`src/rtl/stat_flag_pkg.sv`:
```
package stat_flag_pkg;

   typedef enum logic [2:0] {
      OPK_ADD   = 3'd0,
      OPK_SUB   = 3'd1,
      OPK_LOGIC = 3'd2,
      OPK_RLC   = 3'd3,
      OPK_RRC   = 3'd4
   } op_kind_e;

   // Bit positions inside the status byte (software decodes these)
   localparam int unsigned BIT_C  = 0;
   localparam int unsigned BIT_AC = 1;
   localparam int unsigned BIT_Z  = 2;
   localparam int unsigned BIT_OV = 3;
   localparam int unsigned BIT_PD = 4;
   localparam int unsigned BIT_TO = 5;
   localparam int unsigned STATUS_W = 8;

   typedef struct packed {
      logic ov;
      logic z;
      logic ac;
      logic c;
   } arith_flags_t;

endpackage

```
`src/rtl/stat_flag_arith.sv`:
```
module stat_flag_arith
   import stat_flag_pkg::*;
#(
   parameter int unsigned DATA_W        = 8,
   parameter bit          OV_FROM_SIGNS = 1'b0
) (
   input  logic [2:0]        op_kind,
   input  logic [DATA_W-1:0] op_a,
   input  logic [DATA_W-1:0] op_b,
   input  logic              carry_in,
   input  logic [DATA_W-1:0] result,
   output arith_flags_t      flags_nxt,
   output arith_flags_t      flags_mask
);

   localparam int unsigned HALF = DATA_W / 2;
   localparam int unsigned MSB  = DATA_W - 1;

   op_kind_e            kind;
   logic [DATA_W-1:0]   b_eff;
   logic [HALF:0]       nib_sum;
   logic [DATA_W:0]     full_sum;
   logic                ov_bit;

   always_comb begin
      kind     = op_kind_e'(op_kind);
      b_eff    = (kind == OPK_SUB) ? ~op_b : op_b;
      nib_sum  = {1'b0, op_a[HALF-1:0]} + {1'b0, b_eff[HALF-1:0]}
               + {{HALF{1'b0}}, carry_in};
      full_sum = {1'b0, op_a} + {1'b0, b_eff} + {{DATA_W{1'b0}}, carry_in};
   end

   generate
      if (OV_FROM_SIGNS) begin : g_ov_sign
         always_comb
            ov_bit = (op_a[MSB] == b_eff[MSB]) && (full_sum[MSB] != op_a[MSB]);
      end else begin : g_ov_carry
         logic [DATA_W-1:0] below_msb;
         always_comb begin
            below_msb = {1'b0, op_a[MSB-1:0]} + {1'b0, b_eff[MSB-1:0]}
                      + {{(DATA_W-1){1'b0}}, carry_in};
            ov_bit    = below_msb[MSB] ^ full_sum[DATA_W];
         end
      end
   endgenerate

   always_comb begin
      flags_nxt  = '0;
      flags_mask = '0;
      unique case (kind)
         OPK_ADD, OPK_SUB: begin
            flags_nxt.c  = full_sum[DATA_W];
            flags_nxt.ac = nib_sum[HALF];
            flags_nxt.ov = ov_bit;
            flags_nxt.z  = (result == '0);
            flags_mask   = '1;
         end
         OPK_LOGIC: begin
            flags_nxt.z  = (result == '0);
            flags_mask.z = 1'b1;
         end
         OPK_RLC: begin
            flags_nxt.c  = op_a[MSB];
            flags_mask.c = 1'b1;
         end
         OPK_RRC: begin
            flags_nxt.c  = op_a[0];
            flags_mask.c = 1'b1;
         end
         default: begin
            flags_nxt  = '0;
            flags_mask = '0;
         end
      endcase
   end

endmodule

```
`src/rtl/stat_flag_power.sv`:
```
module stat_flag_power (
   input  logic clk,
   input  logic por_n,
   input  logic wdt_expire,
   input  logic clrwdt_op,
   input  logic halt_op,
   output logic pd_flag,
   output logic to_flag
);

   always_ff @(posedge clk or negedge por_n) begin
      if (!por_n) begin
         pd_flag <= 1'b0;
         to_flag <= 1'b0;
      end else begin
         if (halt_op)
            pd_flag <= 1'b1;
         else if (clrwdt_op)
            pd_flag <= 1'b0;

         if (wdt_expire)
            to_flag <= 1'b1;
         else if (halt_op || clrwdt_op)
            to_flag <= 1'b0;
      end
   end

endmodule

```
`src/rtl/stat_flag_reg.sv`:
```
module stat_flag_reg
   import stat_flag_pkg::*;
#(
   parameter int unsigned DATA_W        = 8,
   parameter bit          OV_FROM_SIGNS = 1'b0
) (
   input  logic              clk,
   input  logic              por_n,
   input  logic [2:0]        op_kind,
   input  logic [DATA_W-1:0] op_a,
   input  logic [DATA_W-1:0] op_b,
   input  logic              carry_in,
   input  logic [DATA_W-1:0] result,
   input  logic              flag_en,
   input  logic              sw_wr,
   input  logic [7:0]        sw_data,
   input  logic              wdt_expire,
   input  logic              clrwdt_op,
   input  logic              halt_op,
   output logic [7:0]        status
);

   localparam int unsigned RSV_W = STATUS_W - BIT_TO - 1;

   generate
      if (DATA_W < 4 || (DATA_W % 2) != 0) begin : g_bad_width
         $error("stat_flag_reg: DATA_W must be even and at least 4");
      end
   endgenerate

   arith_flags_t flags_q;
   arith_flags_t flags_nxt;
   arith_flags_t flags_mask;
   arith_flags_t flags_wr;
   logic         pd_flag;
   logic         to_flag;

   stat_flag_arith #(
      .DATA_W        (DATA_W),
      .OV_FROM_SIGNS (OV_FROM_SIGNS)
   ) u_arith (
      .op_kind    (op_kind),
      .op_a       (op_a),
      .op_b       (op_b),
      .carry_in   (carry_in),
      .result     (result),
      .flags_nxt  (flags_nxt),
      .flags_mask (flags_mask)
   );

   stat_flag_power u_power (
      .clk        (clk),
      .por_n      (por_n),
      .wdt_expire (wdt_expire),
      .clrwdt_op  (clrwdt_op),
      .halt_op    (halt_op),
      .pd_flag    (pd_flag),
      .to_flag    (to_flag)
   );

   always_comb begin
      flags_wr.c  = sw_data[BIT_C];
      flags_wr.ac = sw_data[BIT_AC];
      flags_wr.z  = sw_data[BIT_Z];
      flags_wr.ov = sw_data[BIT_OV];
   end

   always_ff @(posedge clk or negedge por_n) begin
      if (!por_n)
         flags_q <= '0;
      else if (sw_wr)
         flags_q <= flags_wr;
      else if (flag_en)
         flags_q <= (flags_nxt & flags_mask) | (flags_q & ~flags_mask);
   end

   always_comb begin
      status         = '0;
      status[BIT_C]  = flags_q.c;
      status[BIT_AC] = flags_q.ac;
      status[BIT_Z]  = flags_q.z;
      status[BIT_OV] = flags_q.ov;
      status[BIT_PD] = pd_flag;
      status[BIT_TO] = to_flag;
      status[STATUS_W-1 -: RSV_W] = '0;
   end

endmodule

```
`config.mk`:
```
export PLATFORM = sky130hd
export DESIGN_NAME = stat_flag_reg
export DESIGN_NICKNAME = d
export VERILOG_FILES = /design/src/rtl/stat_flag_pkg.sv /design/src/rtl/stat_flag_arith.sv /design/src/rtl/stat_flag_power.sv /design/src/rtl/stat_flag_reg.sv
export SDC_FILE = /design/constraint.sdc
export NUM_CORES = 1
export LEC_CHECK = 0
export ABC_AREA = 1
export BUFFER_PORTS_ARGS = -buffer_cell sky130_fd_sc_hd__buf_4
export CAP_MARGIN = 20
export CORE_MARGIN = 1
export CORE_UTILIZATION = 40
export DETAILED_ROUTE_END_ITERATION = 10
export GPL_TIMING_DRIVEN = 0
export PLACE_DENSITY = 0.78
export SYNTH_ARGS = -nofsm -noshare
export SYNTH_HDL_FRONTEND = slang
export SYNTH_SLANG_ARGS = --single-unit
export TNS_END_PERCENT = 100
```
`constraint.sdc`:
```
create_clock -name clk -period 1.28 [get_ports clk]
set_clock_uncertainty 0.2 [all_clocks]
set_input_delay 0.064 -clock clk [delete_from_list [all_inputs] [get_ports clk]]
set_output_delay 0.064 -clock clk [all_outputs]
set_load 0.03 [all_outputs]
```
### Word-level counts from Yosys, hierarchy flattened

Index checks and enable logic that the tools add are counted.
Widths: inputs -> output; s select.

* memories kept: 0
* register bits after elaboration: 6
* output and inout bits: 8
* ROM bits: 0
* input bits: 43
* latch bits: 0
* RAM bits: 0

* $add $sub $neg: 6
* bitwise gates (word level): 6
* reduce and logical (&&, ||, !) cells: 9
* shift operators: 0
* multiplexer cells: 14
* magnitude comparators: 0
* multiply operators: 0
* div/mod/pow operators: 0
* equal/unequal tests: 4

Operator list (count)
* $mux 1: 10
* $add 8x8->9: 1
* $add 9x1->9: 1
* $add 7x7->8: 1
* $add 8x1->8: 1
* $and 4x4->4: 2
* $logic_not 8->1: 1
* $mux 4: 2
* $mux 8: 1
* $not 8->8: 1
* $eq 3x2->1 const B: 2
* $reduce_bool 2->1: 3
* $add 4x4->5: 1
* $add 5x1->5: 1
* $not 4->4: 1
* $or 4x4->4: 1
* $reduce_or 4->1: 1
* $eq 3x1->1 const B: 1
* $eq 3x3->1 const B: 1
* $logic_not 3->1: 1
* $pmux 1 s3: 1
* $reduce_or 3->1: 1
* $reduce_or 2->1: 1
* $logic_or 1x1->1: 1
* $xor 1x1->1: 1

### Depth between registers and ports, before layout

Gate-level depths: netlist (run 1).

* depth in word-level cells: 10
* mapped depth: 16
* gate-level depth less buffers: 16

### By module

From an unflattened synthesis (run 1), not the netlist that was laid out.

* cells, all modules: 134
* area, all modules: 827.0 µm²

Modules (own cells, without submodules)
* stat_flag_arith: area an instance 454.2 µm², cells each 78, seq. area each 0.0 µm², times used 1
* stat_flag_reg: area an instance 294.0 µm², cells each 47, seq. area each 100.1 µm², times used 1
* stat_flag_power: area an instance 78.8 µm², cells each 9, seq. area each 50.0 µm², times used 1

### Worst setup path before layout (run 1)

No wires, ideal clock.

* path type: input -> register
* from: input port op_kind[0]
* to: register (tool-made name)
* path buffers: 0
* stages: 11
* required time: 958 ps
* library setup time: 122 ps
* arrival: 1390 ps
* slack: -432 ps
* cell sequence: inv_1 > nor2_4 > nand2_4 > xnor2_1 > ha_1 > a21oi_1 > o21ai_0 > a21oi_1 > nand3_1 > nand3_1 > nand2_1

RTL lines
* from (decl): RTL line stat_flag_reg.sv:9 `input logic [2:0] op_kind,`

==> flow_metrics.tcl, run 1 <==
set metrics [dict create \
    routabilityCongestion 0.775 \
    clkTransAtPathRegs_ns 0.05 \
    cap_violations 0 \
    place_hpwl_um 1420 \
    max-clock-path-buffers 2 \
    groute.usage.overall 0.212 \
    violations "hold timing, setup timing" \
    drive_gt1_frac 0.488 \
    synth_mux_area_frac 0 \
    power_density_mw_per_mm2 662 \
    holdWs_ns -0.109 \
    cts_made_buffers 3 \
    ctsRootBufferMaster "clkbuf_4" \
    nets 215 \
    status "complete, but fails checks" \
    cts_tree "yes" \
    fin_cells 187 \
    hp-class "input port to flip-flop" \
    initial_utilization 0.423 \
    synth-warning-count 0 \
    drtAntennaViolNets 0 \
    synth_top_family_by_area "simple AND/OR/NAND/NOR gates" \
    synth.cell_area_um2 731 \
    synth_seq_cells 6 \
    grtUsageMet1 0.244 \
    criticalPathCategory "input port to flip-flop" \
    worstPathMaxFanout 5 \
    grt_pass1_wl_um 3190 \
    dp_cells 171 \
    critical_path.startpoint_type "input port" \
    routed_wl_um 1960 \
    fmaxAchievable_mhz 629 \
    n_antenna_cell 0 \
    leakage_nw 0.705 \
    yosysSeqAreaShare 0.205 \
    ir_drop_uv 319 \
    clk_latency_ns 0.25 \
    grt_overflow 0 \
    dieArea_mm2 0.00200 \
    grtUsageMet2 0.412 \
    ctsHtreeMaxLevel 1 \
    reg2reg_slack_ns 0.19 \
    avgViaCountPerCell 4.60 \
    io_pins 51 \
    cts_sinks 6 \
    grt_max_degree 11 \
    cp.required_ns 1.21 \
    drc 0 \
    netlist_top_cells_area "dfrtp_1, ha_1, nand2_1" \
    firstDrtPassIters 4 \
    grt.busiest_layer "met2" \
    synth_compound_area_frac 0.140 \
    slew_viol_final 0 \
    synth_top_area_cell "dfrtp_1" \
    ctsHoldBuffers 9 \
    area_growth_pct 83.0 \
    wire_per_inst_um 10.5 \
    rows 15 \
    cp-end-kind "flip-flop" \
    synth_top_area_frac 0.205 \
    hold_viol_final 4 \
    setup_viol 3 \
    grt_pass1_vias 813 \
    synth-xor-area-share 0.0959 \
    fin_tns_setup_ns -0.855 \
    drt-initial-drc-count 11 \
    ys_types 26 \
    fin_crit_ns 1.59 \
    met3_usage 0.0120 \
    num_vias 861 \
    synth_fa_ha_area_frac 0.137 \
    synthSimpleGateAreaFrac 0.300 \
    crit_arrival_ns 1.52 \
    die_w_um 44.7 \
    port_buffers 43 \
    finalCritPeriodShare 1.24 \
    fp.coreArea_mm2 0.00173 \
    syn_inst 102 \
    rsz0062_at_grt "yes" \
    dieHeight_um 44.7 \
    antenna_found_initial 0 \
    avgSynthCellArea_um2 7.16 \
    setup_slack_ns -0.311 \
]
critical path, stage by stage:
cell,delay [ns]
buf_12,0.09
inv_12,0.03
nor2_4,0.14
nand2_4,0.12
xnor2_2,0.17
ha_4,0.29
nand2_2,0.06
and3b_1,0.24
nand2_2,0.08
nand2_2,0.08
nand2_2,0.05
nand3_2,0.06
nand2_1,0.05
what timing repair did:
action | CTS | global route
buffers inserted | 2 | 1
setup endpoints to repair | 3 | 3
pin swaps | 15 | 9
hold endpoints to repair | 12 | 3
gates resized for setup | 10 | 10
cloned | 1 | 0
power breakdown:
| part | leakage [nW] | switching, mW | internal (mW) |
|---|---|---|---|
| combinational | 0.620 | 0.233 | 0.253 |
| clock | 0.0138 | 0.0736 | 0.106 |
| sequential | 0.0712 | 0.0103 | 0.208 |
cell families after synthesis:
kind of cell	Yosys count
AOI/OAI and AO/OA	16
xor gates and xnor gates	8
adders and majority gates	8
buffers and inverters	16
DFF	6
other	1
and+or+nand+nor	47
per-layer routing:
layer,part of all wire,vias to the layer above
met5,0,-
li1,-,453
met1,0.41,385
met4,0.0051,0
met2,0.55,21
met3,0.036,2
synthesized netlist by cell type:
| master | number |
|---|---|
| a211oi_1 | 1 |
| a21o_1 | 2 |
| a21oi_1 | 6 |
| a21oi_2 | 1 |
| a22oi_1 | 2 |
| and3_1 | 1 |
| and3b_1 | 1 |
| buf_4 | 4 |
| clkbuf_8 | 1 |
| conb_1 | 1 |
| dfrtp_1 | 6 |
| ha_1 | 8 |
| inv_1 | 11 |
| nand2_1 | 23 |
| nand2_2 | 1 |
| nand2_4 | 1 |
| nand3_1 | 7 |
| nor2_1 | 8 |
| nor2_2 | 1 |
| nor2_4 | 1 |
| nor3_1 | 1 |
| nor4_1 | 2 |
| o21ai_0 | 2 |
| o21ai_2 | 1 |
| o21bai_1 | 1 |
| xnor2_1 | 8 |
final timing paths:
path	from	to	cells after the start
max	op_kind[0]	flip-flop	13
min	result[4]	flip-flop	4
max reg2reg	flip-flop	flip-flop	4
min reg2reg	u_power.pd_flag	u_power.pd_flag	1
max in group asynchronous	por_n	async pin	3
min in group asynchronous	por_n	async pin	3
area by class of cell:
| type | count | area, um^2 |
|---|---|---|
| tap | 25 | 31.3 |
| clock buffer | 3 | 22.5 |
| timing repair buffer | 55 | 455 |
| buffer | 5 | 43.8 |
| sequential | 6 | 150 |
| inverter | 11 | 53.8 |
| fill | 141 | 389 |
| multi-input combinational | 82 | 581 |
cells in the final DEF (no fill, tap or decap), types with 2 or more instances in the layout:
cell	n
xnor2_2	3
xnor2_1	5
nand3_2	2
a22oi_1	2
nand3_1	5
nand2_1	17
a21oi_2	5
nor2_1	8
dfrtp_1	6
buf_4	48
nand2_2	8
nor4_1	2
inv_1	9
ha_1	7
clkbuf_4	3
a21oi_1	2
dlygate4sd3_1	9
conb_1	2
a21o_1	2
per-stage QoR:
step / cell area [um^2] / total power, mW / util / hold WS, ns / setup slack (ns)
2_1_floorplan: 758 / 0.461 / - / -0.432 / -0.402
3_3_place_gp: 1110 / 0.614 / 0.644 / -0.327 / -0.679
3_5_place_dp: 1110 / 0.624 / 0.644 / -0.327 / -0.708
4_1_cts: 1290 / 0.853 / 0.750 / -0.0998 / -0.350
5_1_grt: 1340 / 0.951 / 0.775 / -0.0513 / -0.464
6_report: 1340 / 0.885 / 0.775 / -0.109 / -0.311
No activity file was read; power rests on OpenSTA's default activity.
==> run 2: changes to the inputs <==
CORE_ASPECT_RATIO = 0.75   (was default)
==> flow_metrics.tcl, run 2 (synthesis gave the netlist of run 1 again) <==
set metrics [dict create \
    io_pins 51 \
    critical_path.startpoint_type "input port" \
    ctsRootBufferMaster "clkbuf_4" \
    pre_cts_ws_ns -0.727 \
    die_w_um 51.4 \
    seqPwrFrac 0.237 \
    cts_made_buffers 3 \
    finalCritPeriodShare 1.35 \
    mostFrequentLayoutCell "buf_4" \
    cap_violations 0 \
    wire_per_inst_um 15.0 \
    routed_wl_um 2910 \
    status "complete, but fails checks" \
    ctsHtreeMaxLevel 1 \
    ctsHoldBuffers 13 \
    fp.coreArea_mm2 0.00159 \
    routabilityCongestion 0.823 \
    cpMostUsedCell "nand2_1" \
    critPathSlowestCell "ha_1" \
    drc 0 \
    crit_family "simple AND/OR/NAND/NOR gates" \
    power_frac_comb 0.576 \
    dieArea_mm2 0.00200 \
    internal_power_mw 0.588 \
    cp-end-kind "flip-flop" \
    violations "hold timing, setup timing" \
    final_cell_mix "buf_4, nand2_1, dlygate4sd3_1" \
    drive_gt1_frac 0.474 \
    leakage_nw 0.779 \
    groute.usage.overall 0.261 \
    initial_utilization 0.459 \
    cts_sinks 6 \
    hp-class "input port to flip-flop" \
    worstPathMaxFanout 8 \
    dieHeight_um 39.0 \
    firstDrtPassIters 6 \
    drtAntennaViolNets 0 \
    hold_viol_final 1 \
    hp-start "result[5]" \
    fmaxAchievable_mhz 578 \
    antenna_found_initial 0 \
    startpoint "op_kind[0]" \
    crit_arrival_ns 1.66 \
    postPlaceCellArea_mm2 0.00111 \
    power_frac_clock 0.187 \
    ir_drop_uv 476 \
    port_buffers 43 \
    setup_viol 3 \
    sw_frac_of_total 0.365 \
    switchingPower_mw 0.338 \
    cp.required_ns 1.21 \
    grt_max_degree 9 \
    grt_pass1_vias 943 \
    place_hpwl_um 1510 \
    path_buf_inv 3 \
    worstPathCellList "buf_12 > inv_12 > nor2_4 > nand2_4 > buf_4 > xnor2_1 > ha_1 > nand2_2 > and3b_1 > nand2_1 > nand2_1 > nand2_1 > nand3_1 > nand2_1" \
    clk_latency_ns 0.24 \
    fin_crit_ns 1.73 \
    rows 12 \
    nets 226 \
    drt-initial-drc-count 47 \
    rsz0062_at_grt "yes" \
    grt_overflow 0 \
    max-clock-path-buffers 2 \
    fin_area_mm2 0.00144 \
    grt_pass1_wl_um 3770 \
    reg2reg_depth 4 \
    setup_slack_ns -0.451 \
    reg2reg_slack_ns 0.11 \
    power_density_mw_per_mm2 645 \
    num_vias 997 \
    criticalPathCategory "input port to flip-flop" \
    cpPeakStageDelay_ns 0.30 \
    min_path_cells 4 \
    avgViaCountPerCell 5.14 \
    clkTransAtPathRegs_ns 0.05 \
    n_antenna_cell 0 \
    slew_viol_final 0 \
    area_growth_pct 96.4 \
    cts_tree "yes" \
    holdWs_ns -0.0599 \
]
[run 2: changes by cell type in the layout (fill, tap and decap cells not counted), moves of 2 or more]
cell            change
nand2_2             -4
dlymetal6s4s_1      +2
buf_4               +7
nand2_1             +3
a21oi_2             -3
dlygate4sd3_1       +2
a21oi_1             +3
[run 2: worst max path at each step]
stage / end / slack (ns) / cells past startpoint
after global placement: flip-flop / -0.67 / 13
after global routing: flip-flop / -0.53 / 17
final: flip-flop / -0.45 / 14
after CTS: flip-flop / -0.36 / 15
after detailed placement: flip-flop / -0.73 / 13
after floorplan: flip-flop / -0.40 / 12
[run 2: power groups by stage]
stage	registers, mW	logic, mW	clock network, mW
floorplan	0.248	0.213	0
global placement	0.220	0.395	0
detailed placement	0.221	0.408	0
CTS	0.219	0.486	0.174
global route	0.221	0.576	0.189
finish	0.219	0.533	0.173
[run 2: metrics by stage]
step | std cells | power, mW | TNS (ns) | utilization
after floorplan | 103 | 0.461 | -0.979 | -
after global placement | 167 | 0.615 | -1.77 | 0.696
after detailed placement | 167 | 0.629 | -1.88 | 0.696
after CTS | 191 | 0.879 | -0.941 | 0.861
after global routing | 194 | 0.986 | -1.47 | 0.902
final | 194 | 0.925 | -1.23 | 0.902
[run 2: metal layers]
metal / track usage / part of all wire
met4: 0.0608 / 0.027
met3: 0.0627 / 0.082
met1: 0.269 / 0.39
met5: 0 / 0
met2: 0.539 / 0.50
[run 2: layout make-up]
type	instances	area (um^2)
multi-input cells	81	574
repair buffers	67	564
fillers	71	156
flip-flops and latches	6	150
inverters	11	53.8
plain buffers	5	43.8
well taps	21	26.3
clock buffers	3	22.5
[run 2: worst min-delay path, cell delays in order]
cell and delay [ns]:
buf_4 0.08, nor4_1 0.04, nand3_2 0.08, o21ai_2 0.07
[run 2: what timing repair did]
item                       4_1_cts  5_1_grt
cloned                           0        0
hold endpoints to repair        12        1
resized for setup               11       10
buffers inserted                 8        4
pin swaps                       13       14
setup endpoints to repair        3        4
==> run 3: changes to the inputs <==
==> constraint.sdc (replaced) <==
create_clock -name clk -period 1.28 [get_ports clk]
set_clock_uncertainty 0.2 [all_clocks]
set_input_delay 0.128 -clock clk [delete_from_list [all_inputs] [get_ports clk]]
set_output_delay 0.128 -clock clk [all_outputs]
set_load 0.03 [all_outputs]
==> flow_metrics.tcl, run 3 (synthesis gave the netlist of run 1 again) <==
set metrics [dict create \
    worstPathCellList "buf_12 > inv_12 > nor2_4 > nand2_4 > buf_6 > xnor2_1 > ha_1 > nand2_2 > and3b_1 > nand2_1 > nand2_1 > nand2_1 > nand3_1 > nand2_1" \
    setup_viol 3 \
    power_density_mw_per_mm2 642 \
    cts_made_buffers 3 \
    hp-class "input port to flip-flop" \
    fmaxAchievable_mhz 574 \
    power_frac_comb 0.566 \
    postPlaceCellArea_mm2 0.00111 \
    drc 0 \
    dieArea_mm2 0.00200 \
    grt_overflow 0 \
    holdWs_ns 0.00286 \
    fin_crit_ns 1.74 \
    wire_per_inst_um 12.0 \
    cp-end-kind "flip-flop" \
    cpPeakStageDelay_ns 0.30 \
    nets 225 \
    slew_viol_final 0 \
    reg2reg_depth 4 \
    hp-start "result[6]" \
    routed.top_layer "met4" \
    area_growth_pct 90.4 \
    drive_gt1_frac 0.471 \
    path_buf_inv 3 \
    ctsHtreeMaxLevel 1 \
    fin_area_mm2 0.00139 \
    rows 12 \
    cap_violations 0 \
    firstDrtPassIters 4 \
    criticalPathCategory "input port to flip-flop" \
    switchingPower_mw 0.310 \
    groute.usage.overall 0.244 \
    critical_path.startpoint_type "input port" \
    reg2reg_slack_ns 0.23 \
    ctsRootBufferMaster "clkbuf_4" \
    place_hpwl_um 1510 \
    fp.coreArea_mm2 0.00159 \
    grt_pass1_vias 850 \
    grt_pass1_wl_um 3440 \
    violations "setup timing" \
    crit_arrival_ns 1.67 \
    max-clock-path-buffers 2 \
    seqPwrFrac 0.245 \
    min_path_cells 4 \
    wl_met1_um 913 \
    n_antenna_cell 0 \
    ir_drop_uv 461 \
    dp_cells 167 \
    ctsHoldBuffers 10 \
    routed_wl_um 2310 \
    power_frac_clock 0.189 \
    avgViaCountPerCell 4.85 \
    status "complete, but fails checks" \
    drtAntennaViolNets 0 \
    cp.required_ns 1.21 \
    io_pins 51 \
    clkTransAtPathRegs_ns 0.04 \
    critPathSlowestCell "ha_1" \
    wl_met3_um 166 \
    drt-initial-drc-count 21 \
    worstPathMaxFanout 8 \
    fin_tns_setup_ns -1.26 \
    clk_latency_ns 0.24 \
    crit_family "simple AND/OR/NAND/NOR gates" \
    antenna_found_initial 0 \
    wl_met2_um 1180 \
    routabilityCongestion 0.823 \
    cts_tree "yes" \
    setup_slack_ns -0.462 \
    cpMostUsedCell "nand2_1" \
    grt_max_degree 11 \
    initial_utilization 0.459 \
    dieHeight_um 39.0 \
    finalCritPeriodShare 1.36 \
    final_cell_mix "buf_4, nand2_1, dlygate4sd3_1" \
    num_vias 936 \
    leakage_nw 0.750 \
    port_buffers 43 \
    die_w_um 51.4 \
    internal_power_mw 0.582 \
    cts_sinks 6 \
    utilization 0.874 \
    mostFrequentLayoutCell "buf_4" \
    rsz0062_at_grt "yes" \
    hold_viol_final 0 \
    sw_frac_of_total 0.348 \
    fin_cells 193 \
]
-- run 3: metrics by stage --
stage          power [mW]  worst slack (ns)
2_1_floorplan       0.461            -0.466
3_3_place_gp        0.615            -0.731
3_5_place_dp        0.629            -0.791
4_1_cts             0.871            -0.427
5_1_grt             0.959            -0.582
6_report            0.893            -0.462
-- run 3: worst min-delay path: stages --
cell and delay [ns]:
buf_4 0.07, nor4_1 0.04, nand3_1 0.05, o21ai_0 0.08
-- run 3: final cells by class --
class                      count  area, um^2
timing repair buffer          66         548
multi-input combinational     81         547
fill                          80         200
sequential                     6         150
inverter                      11        53.8
buffer                         5        43.8
tap                           21        26.3
clock buffer                   3        22.5
-- run 3: power by group through the flow --
stage                     logic (mW)  clock network (mW)  registers, mW
after floorplan                0.213                   0          0.248
after global placement         0.395                   0          0.220
after detailed placement       0.408                   0          0.221
after CTS                      0.479               0.174          0.219
after global routing           0.553               0.186          0.221
final                          0.506               0.168          0.219
-- run 3: per-layer routing --
| metal | up-vias | global-route usage |
|---|---|---|
| met3 | 6 | 0.0588 |
| met2 | 43 | 0.500 |
| met5 | - | 0 |
| met1 | 415 | 0.240 |
| met4 | 0 | 0.101 |
| li1 | 472 | - |
-- run 3: worst max path at each step --
| stage | from | end | slack [ns] | depth (start not counted) |
|---|---|---|---|---|
| 6_report | op_kind[0] | flip-flop | -0.46 | 14 |
| 3_3_place_gp | op_kind[0] | flip-flop | -0.73 | 13 |
| 2_1_floorplan | op_kind[0] | flip-flop | -0.47 | 12 |
| 5_1_grt | op_kind[0] | flip-flop | -0.58 | 14 |
| 4_1_cts | op_kind[2] | flip-flop | -0.43 | 15 |
| 3_5_place_dp | op_kind[0] | flip-flop | -0.79 | 13 |
-- run 3: repair_timing --
| item | CTS | global route |
|---|---|---|
| hold endpoints to repair | 12 | 1 |
| endpoints found under the setup margin | 3 | 4 |
| gates resized for setup | 11 | 4 |
| buffers inserted | 8 | 5 |
| pin swaps | 13 | 16 |
